`config.mk`:
```
export PLATFORM = sky130hd
export DESIGN_NAME = store_wait_predictor
export DESIGN_NICKNAME = d
export VERILOG_FILES = /design/src/rtl/swp_pkg.sv /design/src/rtl/swp_decay_timer.sv /design/src/rtl/swp_bit_table.sv /design/src/rtl/swp_issue_gate.sv /design/src/rtl/store_wait_predictor.sv
export SDC_FILE = /design/constraint.sdc
export NUM_CORES = 1
export LEC_CHECK = 0
export BUFFER_PORTS_ARGS = -buffer_cell sky130_fd_sc_hd__clkbuf_2
export CAP_MARGIN = 10
export CORE_UTILIZATION = 35
export CTS_CLUSTER_SIZE = 40
export DETAILED_ROUTE_END_ITERATION = 10
export HOLD_SLACK_MARGIN = 0.02
export PLACE_DENSITY = 0.5
export SLEW_MARGIN = 15
export SYNTH_ARGS = -nofsm -noshare
export SYNTH_HDL_FRONTEND = slang
export SYNTH_SLANG_ARGS = --single-unit
```
`constraint.sdc`:
```
create_clock -name clk -period 3.43 [get_ports clk]
set_input_delay 0.686 -clock clk [delete_from_list [all_inputs] [get_ports clk]]
set_output_delay 0.686 -clock clk [all_outputs]
set_load 0.005 [all_outputs]
```
`src/rtl/swp_pkg.sv`:
```
package swp_pkg;

    typedef enum logic {
        TMR_OFF   = 1'b0,
        TMR_COUNT = 1'b1
    } tmr_state_e;

endpackage

```
`src/rtl/swp_decay_timer.sv`:
```
module swp_decay_timer
    import swp_pkg::*;
#(
    parameter int CNT_W = 16
) (
    input  logic             clk,
    input  logic             rst_n,
    input  logic [CNT_W-1:0] period_i,
    output logic             wipe_o
);

    tmr_state_e       state_q, state_d;
    logic [CNT_W-1:0] cnt_q, cnt_d;
    logic [CNT_W:0]   cnt_inc;
    logic             period_zero;
    logic             at_limit;

    assign period_zero = (period_i == '0);
    assign cnt_inc     = {1'b0, cnt_q} + 1'b1;
    assign at_limit    = (cnt_inc >= {1'b0, period_i});

    // state register
    always_ff @(posedge clk or negedge rst_n) begin
        if (!rst_n) begin
            state_q <= TMR_OFF;
            cnt_q   <= '0;
        end else begin
            state_q <= state_d;
            cnt_q   <= cnt_d;
        end
    end

    // next state: arm, disarm, tick, expire
    always_comb begin
        state_d = state_q;
        cnt_d   = cnt_q;
        unique case (state_q)
            TMR_OFF: begin
                cnt_d = '0;
                if (!period_zero) state_d = TMR_COUNT;
            end
            TMR_COUNT: begin
                if (period_zero) begin
                    state_d = TMR_OFF;
                    cnt_d   = '0;
                end else if (at_limit) begin
                    cnt_d = '0;
                end else begin
                    cnt_d = cnt_inc[CNT_W-1:0];
                end
            end
            default: begin
                state_d = TMR_OFF;
                cnt_d   = '0;
            end
        endcase
    end

    // outputs
    always_comb begin
        wipe_o = 1'b0;
        unique case (state_q)
            TMR_OFF:   wipe_o = 1'b0;
            TMR_COUNT: wipe_o = !period_zero && at_limit;
            default:   wipe_o = 1'b0;
        endcase
    end

    AST_WIPE_ONLY_ARMED: assert property (@(posedge clk) disable iff (!rst_n)
        wipe_o |-> $past(period_i) != '0);

    AST_OFF_NO_WIPE: assert property (@(posedge clk) disable iff (!rst_n)
        period_zero |-> !wipe_o);

endmodule

```
`src/rtl/swp_bit_table.sv`:
```
module swp_bit_table #(
    parameter int IDX_W = 10
) (
    input  logic             clk,
    input  logic             rst_n,
    input  logic [IDX_W-1:0] rd_idx_i,
    output logic             rd_bit_o,
    input  logic             wr_en_i,
    input  logic [IDX_W-1:0] wr_idx_i,
    input  logic             flush_i
);

    localparam int ENTRIES = 1 << IDX_W;

    logic [ENTRIES-1:0] bits_q, bits_d;

    // wipe first, then set, so a same-cycle train survives
    always_comb begin
        bits_d = flush_i ? '0 : bits_q;
        if (wr_en_i) bits_d[wr_idx_i] = 1'b1;
    end

    always_ff @(posedge clk or negedge rst_n) begin
        if (!rst_n) bits_q <= '0;
        else        bits_q <= bits_d;
    end

    assign rd_bit_o = bits_q[rd_idx_i];

    AST_RESET_EMPTY: assert property (@(posedge clk) disable iff (!rst_n)
        $rose(rst_n) |-> bits_q == '0);

    AST_TRAIN_SETS: assert property (@(posedge clk) disable iff (!rst_n)
        wr_en_i |=> bits_q[$past(wr_idx_i)]);

    AST_FLUSH_EMPTIES: assert property (@(posedge clk) disable iff (!rst_n)
        flush_i && !wr_en_i |=> bits_q == '0);

    AST_FLUSH_KEEPS_TRAIN: assert property (@(posedge clk) disable iff (!rst_n)
        flush_i && wr_en_i |=> $countones(bits_q) == 1);

endmodule

```
`src/rtl/swp_issue_gate.sv`:
```
module swp_issue_gate (
    input  logic valid_i,
    input  logic wait_bit_i,
    input  logic stores_done_i,
    output logic hold_o,
    output logic go_o
);

    always_comb begin
        hold_o = valid_i && wait_bit_i && !stores_done_i;
        go_o   = valid_i && !hold_o;
    end

endmodule

```
`src/rtl/store_wait_predictor.sv`:
```
module store_wait_predictor #(
    parameter int PC_W    = 32,
    parameter int IDX_W   = 10,
    parameter int IDX_LSB = 2,
    parameter int CNT_W   = 16
) (
    input  logic             clk,
    input  logic             rst_n,
    input  logic             lk_valid_i,
    input  logic [PC_W-1:0]  lk_pc_i,
    input  logic             stores_done_i,
    input  logic             train_valid_i,
    input  logic [PC_W-1:0]  train_pc_i,
    input  logic             clear_i,
    input  logic [CNT_W-1:0] decay_period_i,
    output logic             lk_wait_o,
    output logic             lk_hold_o,
    output logic             lk_go_o
);

    logic [IDX_W-1:0] lk_idx;
    logic [IDX_W-1:0] tr_idx;
    logic             decay_wipe;
    logic             table_flush;

    assign lk_idx      = lk_pc_i[IDX_LSB +: IDX_W];
    assign tr_idx      = train_pc_i[IDX_LSB +: IDX_W];
    assign table_flush = clear_i || decay_wipe;

    swp_decay_timer #(.CNT_W(CNT_W)) i_timer (
        .clk      (clk),
        .rst_n    (rst_n),
        .period_i (decay_period_i),
        .wipe_o   (decay_wipe)
    );

    swp_bit_table #(.IDX_W(IDX_W)) i_table (
        .clk      (clk),
        .rst_n    (rst_n),
        .rd_idx_i (lk_idx),
        .rd_bit_o (lk_wait_o),
        .wr_en_i  (train_valid_i),
        .wr_idx_i (tr_idx),
        .flush_i  (table_flush)
    );

    swp_issue_gate i_gate (
        .valid_i       (lk_valid_i),
        .wait_bit_i    (lk_wait_o),
        .stores_done_i (stores_done_i),
        .hold_o        (lk_hold_o),
        .go_o          (lk_go_o)
    );

    AST_HOLD_ONLY_MARKED: assert property (@(posedge clk) disable iff (!rst_n)
        lk_hold_o |-> lk_wait_o && !stores_done_i && lk_valid_i);

    AST_UNMARKED_GOES: assert property (@(posedge clk) disable iff (!rst_n)
        lk_valid_i && !lk_wait_o |-> lk_go_o);

    AST_IDLE_QUIET: assert property (@(posedge clk) disable iff (!rst_n)
        !lk_valid_i |-> !lk_hold_o && !lk_go_o);

endmodule

```
# After elaboration in Yosys (flattened, before gate mapping)
# Cells that the tools add are included.
classes:
  n_bitwise: 2
  muxes: 11
  n_lt_le_gt_ge: 4
  reduce_logical: 10
  addsub: 1
op_table:
  columns: ["cell", "n"]
  rows:
  - ["2-to-1 mux 1024 bit", 2]
  - ["bitwise OR 1024 bit", 1]
  - ["2-to-1 mux 16 bit", 2]
  - ["case mux 16 bit (2 select lines)", 1]
  - ["less-than comparator 10 x 11 -> 1 bit, second input constant", 2]
  - ["adder 16 x 1 -> 17 bit, second input constant", 1]
  - [">= comparator 17 x 16 -> 1 bit", 1]
  - ["logical NOT 16 bit", 1]
  - ["binary-select mux 1 bit (select 10 bit)", 1]
  - ["demux 1 bit (select 10 bit)", 1]
  - [">= comparator 10 x 1 -> 1 bit, second input constant", 1]
  - ["logical AND 1 bit", 5]
  - ["logical NOT 1 bit", 3]
  - ["2-to-1 mux 1 bit", 3]
  - ["case mux 1 bit (2 select lines)", 1]
  - ["logical OR 1 bit", 1]
  - ["NOT 1 bit", 1]
totals:
  in_bits: 86
  output_inout_bits: 3
  regBits: 1041
  wordCells: 31

# Depth between registers and ports, before layout
# Gate-level depths: netlist of the first run.
logic_depth:
  depth_word: 8
  mapped_depth: 19
  ltp_nobuf: 16

# Cells and area by module
# From an unflattened synthesis of the first run, not the netlist that was laid out.
unflattened:
  cells_unflattened: 4380
  hier_area_um2: 47536.8
by_module_without_submodules:
  columns: ["module", "n_inst", "area_each_um2", "cells_per_inst"]
  rows:
  - ["swp_bit_table", 1, 46105.5, 4232]
  - ["swp_decay_timer", 1, 1407.6, 144]
  - ["swp_issue_gate", 1, 17.5, 3]
  - ["store_wait_predictor", 1, 6.3, 1]

# Least setup slack after synthesis of the first run
# OpenSTA, ideal clock, no wires.
synth_timing:
  kind: "input -> output"
  startpoint: "in lk_pc_i[2]"
  endpoint: "out lk_hold_o"
  n_path_buf: 2
  cell_stages: 9
  setup_slack_ns: -0.277
  t_arrival_ns: 3.021
  cell_sequence: "buf_2 buf_6 mux4_2 a221oi_2 o22ai_1 o311a_1 o41ai_2 mux2i_1 and3_1"
synth_between:
  elab_chain_cells: 4
synth_lines:
  columns: ["element", "line_no", "text"]
  rows:
  - ["start: declaration", "store_wait_predictor.sv:10", "input logic [PC_W-1:0] lk_pc_i,"]
  - ["binary-select mux 1 bit (select 10 bit)", "swp_bit_table.sv:28", "assign rd_bit_o = bits_q[rd_idx_i];"]
  - ["2-to-1 mux 1 bit (implied by the code)", "swp_bit_table.sv:28", null]
  - ["net lk_wait_o", "store_wait_predictor.sv:16", "output logic lk_wait_o,"]
  - ["logical AND 1 bit (2 in a row)", "swp_issue_gate.sv:10", "hold_o = valid_i && wait_bit_i && !stores_done_i;"]
  - ["end: declaration", "store_wait_predictor.sv:17", "output logic lk_hold_o,"]
# The timed path passes the listed nets, and every way through them passes these cells. The select of a mux whose other input is x is not followed.

# Worst setup path after layout of the first run
layout_timing:
  startpoint: "reg i_table.bits_q[1016]"
  endpoint: "out lk_hold_o"
layout_between:
  elab_chain_cells: 4
layout_lines:
  columns: ["element", "line_no", "text"]
  rows:
  - ["start: declaration", "swp_bit_table.sv:15", "logic [ENTRIES-1:0] bits_q, bits_d;"]
  - ["start signal: assignment", "swp_bit_table.sv:25", "else bits_q <= bits_d;"]
  - ["binary-select mux 1 bit (select 10 bit)", "swp_bit_table.sv:28", null]
  - ["2-to-1 mux 1 bit (implied by the code)", "swp_bit_table.sv:28", null]
  - ["logical AND 1 bit (2 in a row)", "swp_issue_gate.sv:10", null]
# No other way between the ends. The select of a mux whose other input is x is not followed.

==> results of run 1 <==
==> path summary, 6_finish.rpt <==
| kind | slack [ns] | endpoint | from | depth (start not counted) |
|---|---|---|---|---|
| setup reg to reg | -0.41 | i_table.bits_q[432] | i_timer.cnt_q[0] | 18 |
| setup / recovery | -1.01 | lk_hold_o | i_table.bits_q[1016] | 10 |
| hold reg to reg | 0.54 | i_table.bits_q[1010] | i_table.bits_q[1010] | 2 |
| max in group asynchronous | 1.85 | i_table.bits_q[683] | rst_n | 3 |
| min in group asynchronous | 0.52 | i_table.bits_q[549] | rst_n | 2 |
| hold / removal | 0.30 | i_timer.state_q | decay_period_i[12] | 3 |
==> cell families after synthesis <==
logic type | after synthesis | synth area share
compound gates | 2218 | 0.2706
simple gates | 1330 | 0.09449
flops | 1041 | 0.4629
buf+inv | 775 | 0.05610
mux | 330 | 0.1099
fa+ha+maj | 17 | 0.003780
xor+xnor | 14 | 0.002179
==> cell usage after synthesis (7+ instances only) <==
| cell | number |
|---|---|
| a22o_1 | 16 |
| o2111ai_1 | 8 |
| nor2_1 | 120 |
| nand2_1 | 1072 |
| a32oi_1 | 993 |
| dfrtp_1 | 1041 |
| mux4_2 | 230 |
| buf_4 | 22 |
| clkbuf_1 | 673 |
| nor3_1 | 13 |
| buf_2 | 36 |
| buf_6 | 13 |
| nand4_1 | 10 |
| a21oi_1 | 42 |
| mux2i_1 | 96 |
| nand3_1 | 38 |
| xnor2_1 | 9 |
| nor3b_1 | 15 |
| a221oi_1 | 7 |
| ha_1 | 17 |
| a31oi_1 | 35 |
| inv_1 | 21 |
| nand3b_1 | 9 |
| nor4_1 | 7 |
| a22oi_1 | 53 |
| o22ai_1 | 7 |
| o21ai_0 | 1030 |
| nor2b_1 | 9 |
| nand2b_1 | 12 |
==> flip-flops by register name, summed over array words and instances, names as in the netlist <==
signal           flops
i_table.bits_q    1024
i_timer.state_q      1
i_timer.cnt_q       16
==> final cells by class <==
class | count | area share
Multi-Input combinational cell | 3909 | 0.4145
Sequential cell | 1041 | 0.3495
Timing Repair Buffer | 859 | 0.1453
Clock buffer | 186 | 0.04931
Tap cell | 2072 | 0.03478
Clock inverter | 40 | 0.005322
Inverter | 23 | 0.001259
Antenna cell | 1 | 0.00003358
==> timing repair <==
action	4_1_cts	5_1_grt
setup buffers	92	60
gates cloned	73	38
pin swaps	191	665
gates resized for setup	670	1457
hold endpoints to repair	21	0
hold buffers	1	0
setup endpoints to repair	1040	1043
==> power by group through the flow <==
stage          combinational, mW  clock [mW]  sequential [mW]
6_report                    2.40        13.4             12.4
5_1_grt                     2.55        14.1             12.4
4_1_cts                     2.34        13.6             12.4
3_5_place_dp                2.26           0             12.6
3_3_place_gp                2.24           0             12.6
2_1_floorplan               1.08           0             12.6
==> worst max-delay path: stages, from the launching register on <==
cell	delay, ns
dfrtp_1	0.42
mux4_2	0.49
a22o_1	0.26
a221oi_4	0.26
o22ai_2	0.15
o311a_1	0.41
o41ai_2	0.39
buf_4	0.21
mux2i_4	0.12
and3_1	0.18
clkbuf_2	0.10
==> stage by stage <==
stage	setup slack (ns)	utilization
finish	-1.005	0.4690
CTS	-0.8891	0.4472
detailed placement	-1.464	0.3942
global placement	-1.506	0.3942
floorplan	-0.05437	-
global route	-1.047	0.4689
==> routing by layer <==
metal  GRT usage  share of wire  vias to the layer above
met5           0        0.00012                        -
met4     0.08712          0.035                        4
met3     0.04572          0.074                      410
met2      0.4079           0.45                     2060
met1      0.3903           0.44                    27814
li1            -              -                    22565
==> summary.md, run 1 <==
| Metric | Value |
|---|---|
| Status | `complete, but fails checks` |
| Failing checks | `negative setup slack` |
| # rows | `146` |
| Max cap viols | `0` |
| Seq pwr share | `0.439` |
| Slew headroom | `0.3933` |
| Tcrit/Tclk final | `1.293` |
| Root Driver | `clkbuf_16` |
| Seq/Total Area, Yosys | `0.4629` |
| Htree depth | `3` |
| Worst hold slack | `0.3029 ns` |
| Synthesized cell area | `56,280 um^2` |
| Via Count | `roughly 53k` |
| Worst-Skew Late Latency | `0.78 ns` |
| Post-synth EDFFs | `0` |
| YS warnings | `0` |
| Die Ht | `403.0 um` |
| Share of the synthesized area in the top cell type | `0.4629` |
| Crit end category | `output port` |
| Arr. time, crit path | `approximately 3.8 ns` |
| PnR Total Power | `28.20 mW` |
| Router iterations before antenna repair | `6` |
| Post-Layout Cell Count | `8,131` |
| Fin nets | `6,058` |
| GRT Residual Overflow | `0` |
| Antenna-violating nets left | `0` |
| Design area | `between 70,000 and 80,000 um^2` |
| Sw Ratio | `0.2599` |
| Die area | `162,400 um^2` |
| RSZ-0062 raised after global routing | `true` |
| Setup violators final | `just over 1k` |
| Top cells by area, synth | `dfrtp_1, a32oi_1, mux4_2` |
| Vias per cell | `6.500` |
| Syn Area/Cell | `9.830 um^2` |
| Initial drt markers | `approximately 5.5k` |
| WS Path Type | `flop to output port` |
| Worst IR Drop VDD | `between 0.4 and 0.5 mV` |
| Pwr/cell area | `378.3 nW/um^2` |
| Number of buffers created by CTS | `121` |
| Die W | `between 400 and 500 um` |
| Io pins | `89` |
| Clock buffer depth | `3` |
| CTS Sinks | `1,041` |
| Global-route wire length before repair | `334.3 mm` |
| Hold Crit Class | `primary input to flop` |
| Internal | `20.87 mW` |
| Top_reg_cell synth | `dfrtp_1` |
| Overall Global Routing Usage | `0.2695` |
| Dpl cell area | `62,650 um^2` |
| Starting density of the core | `0.3541` |
| Commonest non-fill, non-tap cell in the layout | `nand2_1` |
| HPWL Detailed | `around 120 mm` |
| Commonest non-fill, non-tap cells in the layout | `nand2_1, dfrtp_1, a32oi_1` |
| Worst Path Required | `~2.7 ns` |
| Final Skew | `approximately 0.027 ns` |
| Max Fanout on Critical Path | `3` |
| Setup slack after layout | `-1.005 ns` |
| Largest net degree at the start of global routing | `135` |
| Core area | `~160,000 um^2` |
| Async S/R FF share, synth | `1.000` |
| CTS tree | `yes` |
| Buffers on Ports | `44` |
| Ratio of cells with drive above 1 in the final layout | `0.3726` |
| Synth area leader | `dfrtp_1` |
| Post-Syn Nets | `5,828` |
| Fill cells | `14.42k` |
| Minimum clock period | `4.435 ns` |
| Comb power frac | `0.085` |
| Number of global-route vias before repair | `48.61k` |
| Routed WL | `230.1 mm` |
| DRC Markers | `0` |
| Max Freq | `225.5 MHz` |
| Flops & latches, synth | `1,041` |
| Slew of the pin with the lowest slew margin | `slightly above 0.9 ns` |
| Setup TNS | `-237.16 ns` |
| Final hold vios | `0` |
| Area grow syn2layout | `32.44%` |
| Clock share of power | `0.476` |
| Clock transition at the registers of the reported paths | `~0.060 ns` |
| GPL Wtd Cong | `0.8348` |
| Multi-input gate area | `30,890 um^2` |
| Initial antenna violation count | `5` |
| Nature of the critical path startpoint | `flop` |
| Static Leak | `~30 nW` |
| Register area | `26,050 um^2` |
| Post-Syn Instances | `5,725` |
| Slew Limit Fails | `0` |
| Placed cells | `just under 8k` |
| Cell variety after synth | `58` |
| Wire per inst | `28.29 um` |
| P_sw | `7.327 mW` |
Note: power is estimated with default switching activity, not from simulation.
==> run 2, diff against run 1 <==
--- a/config.mk
+++ b/config.mk
@@ -7,11 +7,14 @@
 export LEC_CHECK = 0
 export BUFFER_PORTS_ARGS = -buffer_cell sky130_fd_sc_hd__clkbuf_2
 export CAP_MARGIN = 10
+export CELL_PAD_IN_SITES_DETAIL_PLACEMENT = 2
+export CELL_PAD_IN_SITES_GLOBAL_PLACEMENT = 2
 export CORE_UTILIZATION = 35
 export CTS_CLUSTER_SIZE = 40
 export DETAILED_ROUTE_END_ITERATION = 10
 export HOLD_SLACK_MARGIN = 0.02
-export PLACE_DENSITY = 0.5
+export PLACE_DENSITY = 0.71
+export SKIP_LAST_GASP = 1
 export SLEW_MARGIN = 15
 export SYNTH_ARGS = -nofsm -noshare
 export SYNTH_HDL_FRONTEND = slang
==> run 2 against run 1 <==
  * The run still ends with negative setup slack left
  * Global-route usage rose by 5.2 points
  * Sequential share of layout area rose by 0.56 points
  * Total power grew 3.1%
  * Design area shrank 1.6%
  * Via count is 5.1% higher
  * Non-clock buffer count shrank 5
  * Utilization down 0.74 points
  * First-iteration DRC count up 5.2%
  * Cell count is essentially flat
  * Setup slack got worse by 0.050 ns
  * Clock skew rose by 0.0024 ns
  * Highest routed layer unchanged
==> summary.md, run 2 (same netlist as run 1, synthesis figures left out) <==
| Metric | Value |
|---|---|
| Worst-Skew Late Latency | `0.80 ns (+0.02 ns)` |
| Status | `complete, but fails checks` |
| DRC Markers | `0 (unchanged)` |
| Arr. time, crit path | `3.80 ns (+0.05 ns)` |
| Worst r2r src | `i_timer.cnt_q[0]` |
| Overall Global Routing Usage | `0.3211 (+0.05163)` |
| GPL Wtd Cong | `0.8158 (-2.3%)` |
| Largest register FFs | `1,024 (unchanged)` |
| Die Ht | `403.0 um (unchanged)` |
| WHS Path Cells | `3 (unchanged)` |
| Io pins | `89 (unchanged)` |
| Max cap viols | `0 (unchanged)` |
| Htree depth | `4 (+1)` |
| Final Skew | `0.02983 ns (+0.002396 ns)` |
| Global-route wire length before repair | `398.2 mm (+19%)` |
| Crit end category | `output port` |
| Slew headroom | `0.3669 (-0.02636)` |
| Setup violators final | `1,043 (+2.8%)` |
| Die area | `162,400 um^2 (unchanged)` |
| Minimum clock period | `4.485 ns (+0.04965 ns)` |
| R2R Setup Slk | `-0.65 ns (-0.24 ns)` |
| Die W | `403.0 um (unchanged)` |
| Number of global-route vias before repair | `58.98k (+21%)` |
| PnR Total Power | `29.07 mW (+3.1%)` |
| Wire per inst | `33.56 um (+19%)` |
| # rows | `146 (unchanged)` |
| Hold path endpoint | `i_timer.state_q` |
| Static Leak | `29.17 nW (-3.1%)` |
| Antenna-violating nets left | `0 (unchanged)` |
| Worst reg2reg endpoint | `i_table.bits_q[156]` |
| Biggest regs | `i_table.bits_q: 1024 flops, i_timer.cnt_q: 16 flops, i_timer.state_q: 1 flops` |
| Final hold vios | `0 (unchanged)` |
| Initial drt markers | `5,769 (+5.2%)` |
| CTS Sinks | `1,041 (unchanged)` |
| Post-place setup slack | `-1.768 ns (-0.3042 ns)` |
| Register area | `26,050 um^2 (unchanged)` |
| Starting density of the core | `0.3541 (unchanged)` |
| Max Fanout on Critical Path | `10 (+7)` |
| Commonest non-fill, non-tap cells in the layout | `nand2_1, dfrtp_1, a32oi_1` |
| Worst IR Drop VDD | `0.5362 mV (+23%)` |
| Slew of the pin with the lowest slew margin | `0.9496 ns (+0.04228 ns)` |
| Max Freq | `223.0 MHz (-1.1%)` |
| Via Count | `55.54k (+5.1%)` |
| Slew Limit Fails | `0 (unchanged)` |
| Router iterations before antenna repair | `5 (-1)` |
| GRT Residual Overflow | `0 (unchanged)` |
| Routed WL | `272.7 mm (+19%)` |
| Pwr/cell area | `396.3 nW/um^2 (+4.8%)` |
| Worst Path Required | `2.74 ns (about the same)` |
| Fin nets | `6,063 (+0.083%)` |
| Core area | `158,900 um^2 (unchanged)` |
| Number of buffers created by CTS | `131 (+8.3%)` |
| Top reg by flops | `i_table.bits_q` |
| Area grow syn2layout | `30.36%` |
| Root Driver | `clkbuf_16` |
| RSZ-0062 raised after global routing | `true` |
| Clock transition at the registers of the reported paths | `0.06 ns (about the same)` |
| Clock buffer depth | `3 (unchanged)` |
| Buffers on Ports | `44 (unchanged)` |
| CTS tree | `yes` |
| Fill cells | `15.91k (+10%)` |
| Tcrit/Tclk final | `1.307 (+0.01448)` |
| Largest net degree at the start of global routing | `142 (+5.2%)` |
| Setup TNS | `-382.11 ns (-144.95 ns)` |
| Ratio of cells with drive above 1 in the final layout | `0.3095 (-0.06303)` |
| Hold Crit Class | `primary input to flop` |
| Failing checks | `negative setup slack` |
| Setup slack after layout | `-1.055 ns (-0.04965 ns)` |
| HPWL Detailed | `144.7 mm (+18%)` |
| Reg2reg path depth | `22 (+4)` |
| Vias per cell | `6.836 (+5.2%)` |
| Commonest non-fill, non-tap cell in the layout | `nand2_1` |
| Multi-input gate area | `29,800 um^2 (-3.6%)` |
| WS Path Type | `primary input to output port` |
| Nature of the critical path startpoint | `primary input` |
| Hold wc startpoint | `decay_period_i[15]` |
| Initial antenna violation count | `7 (+2)` |
## run 2: layout make-up
type	instances	area share
multi-input combinational	3909	0.4062
sequential	1041	0.3551
timing repair buffer	854	0.1444
clock buffer	199	0.05396
tap	2072	0.03534
clock inverter	25	0.003701
inverter	23	0.001279
antenna	2	0.00006822
## run 2: what timing repair did
| action | CTS | global route |
|---|---|---|
| gates resized for setup | 671 | 590 |
| setup endpoints to repair | 1043 | 1043 |
| endpoints found under the hold margin | 10 | 0 |
| cloned | 76 | 18 |
| setup buffers | 82 | 49 |
| pin swaps | 236 | 239 |
| hold buffers | 1 | 0 |
## run 2: how the worst max path moves through the flow
stage	endpoint	startpoint
finish	lk_hold_o	lk_pc_i[2]
global route	lk_hold_o	lk_pc_i[2]
CTS	lk_go_o	i_table.bits_q[1016]
detailed placement	lk_hold_o	lk_pc_i[2]
global placement	lk_go_o	lk_pc_i[2]
floorplan	lk_hold_o	lk_pc_i[2]
## run 2: stage by stage
step / std cells / utilization / hold slack (ns) / instance area (um^2)
after CTS: 8085 / 0.4510 / 0.2392 / 71670
after global placement: 7705 / 0.3952 / 0.5177 / 62810
after global routing: 8123 / 0.4616 / 0.2679 / 73360
after detailed placement: 7705 / 0.3952 / 0.5447 / 62810
final: 8125 / 0.4616 / 0.2949 / 73360
after floorplan: 5725 / - / 0.3904 / 56490
## run 2: routing by layer
layer / global-route usage / part of all wire
met2: 0.5175 / 0.47
met1: 0.4311 / 0.41
met3: 0.05068 / 0.070
met5: 0 / 0.00033
met4: 0.1293 / 0.044
## run 2: critical path: stages
cell      delay [ns]
buf_12          0.17
buf_8           0.19
buf_4           0.16
mux4_2          0.51
mux4_2          0.51
nand3_1         0.11
nand2_1         0.06
o311ai_1        0.45
a221oi_1        0.19
nor2_1          0.24
mux2i_4         0.16
and3_4          0.21
clkbuf_2        0.11
## run 2: power breakdown
part	total [mW]	leakage (nW)	switching, mW	internal, mW
sequential	12.4	14.5	0.0459	12.3
clock	14.2	2.09	5.88	8.29
combinational	2.53	12.6	1.69	0.833
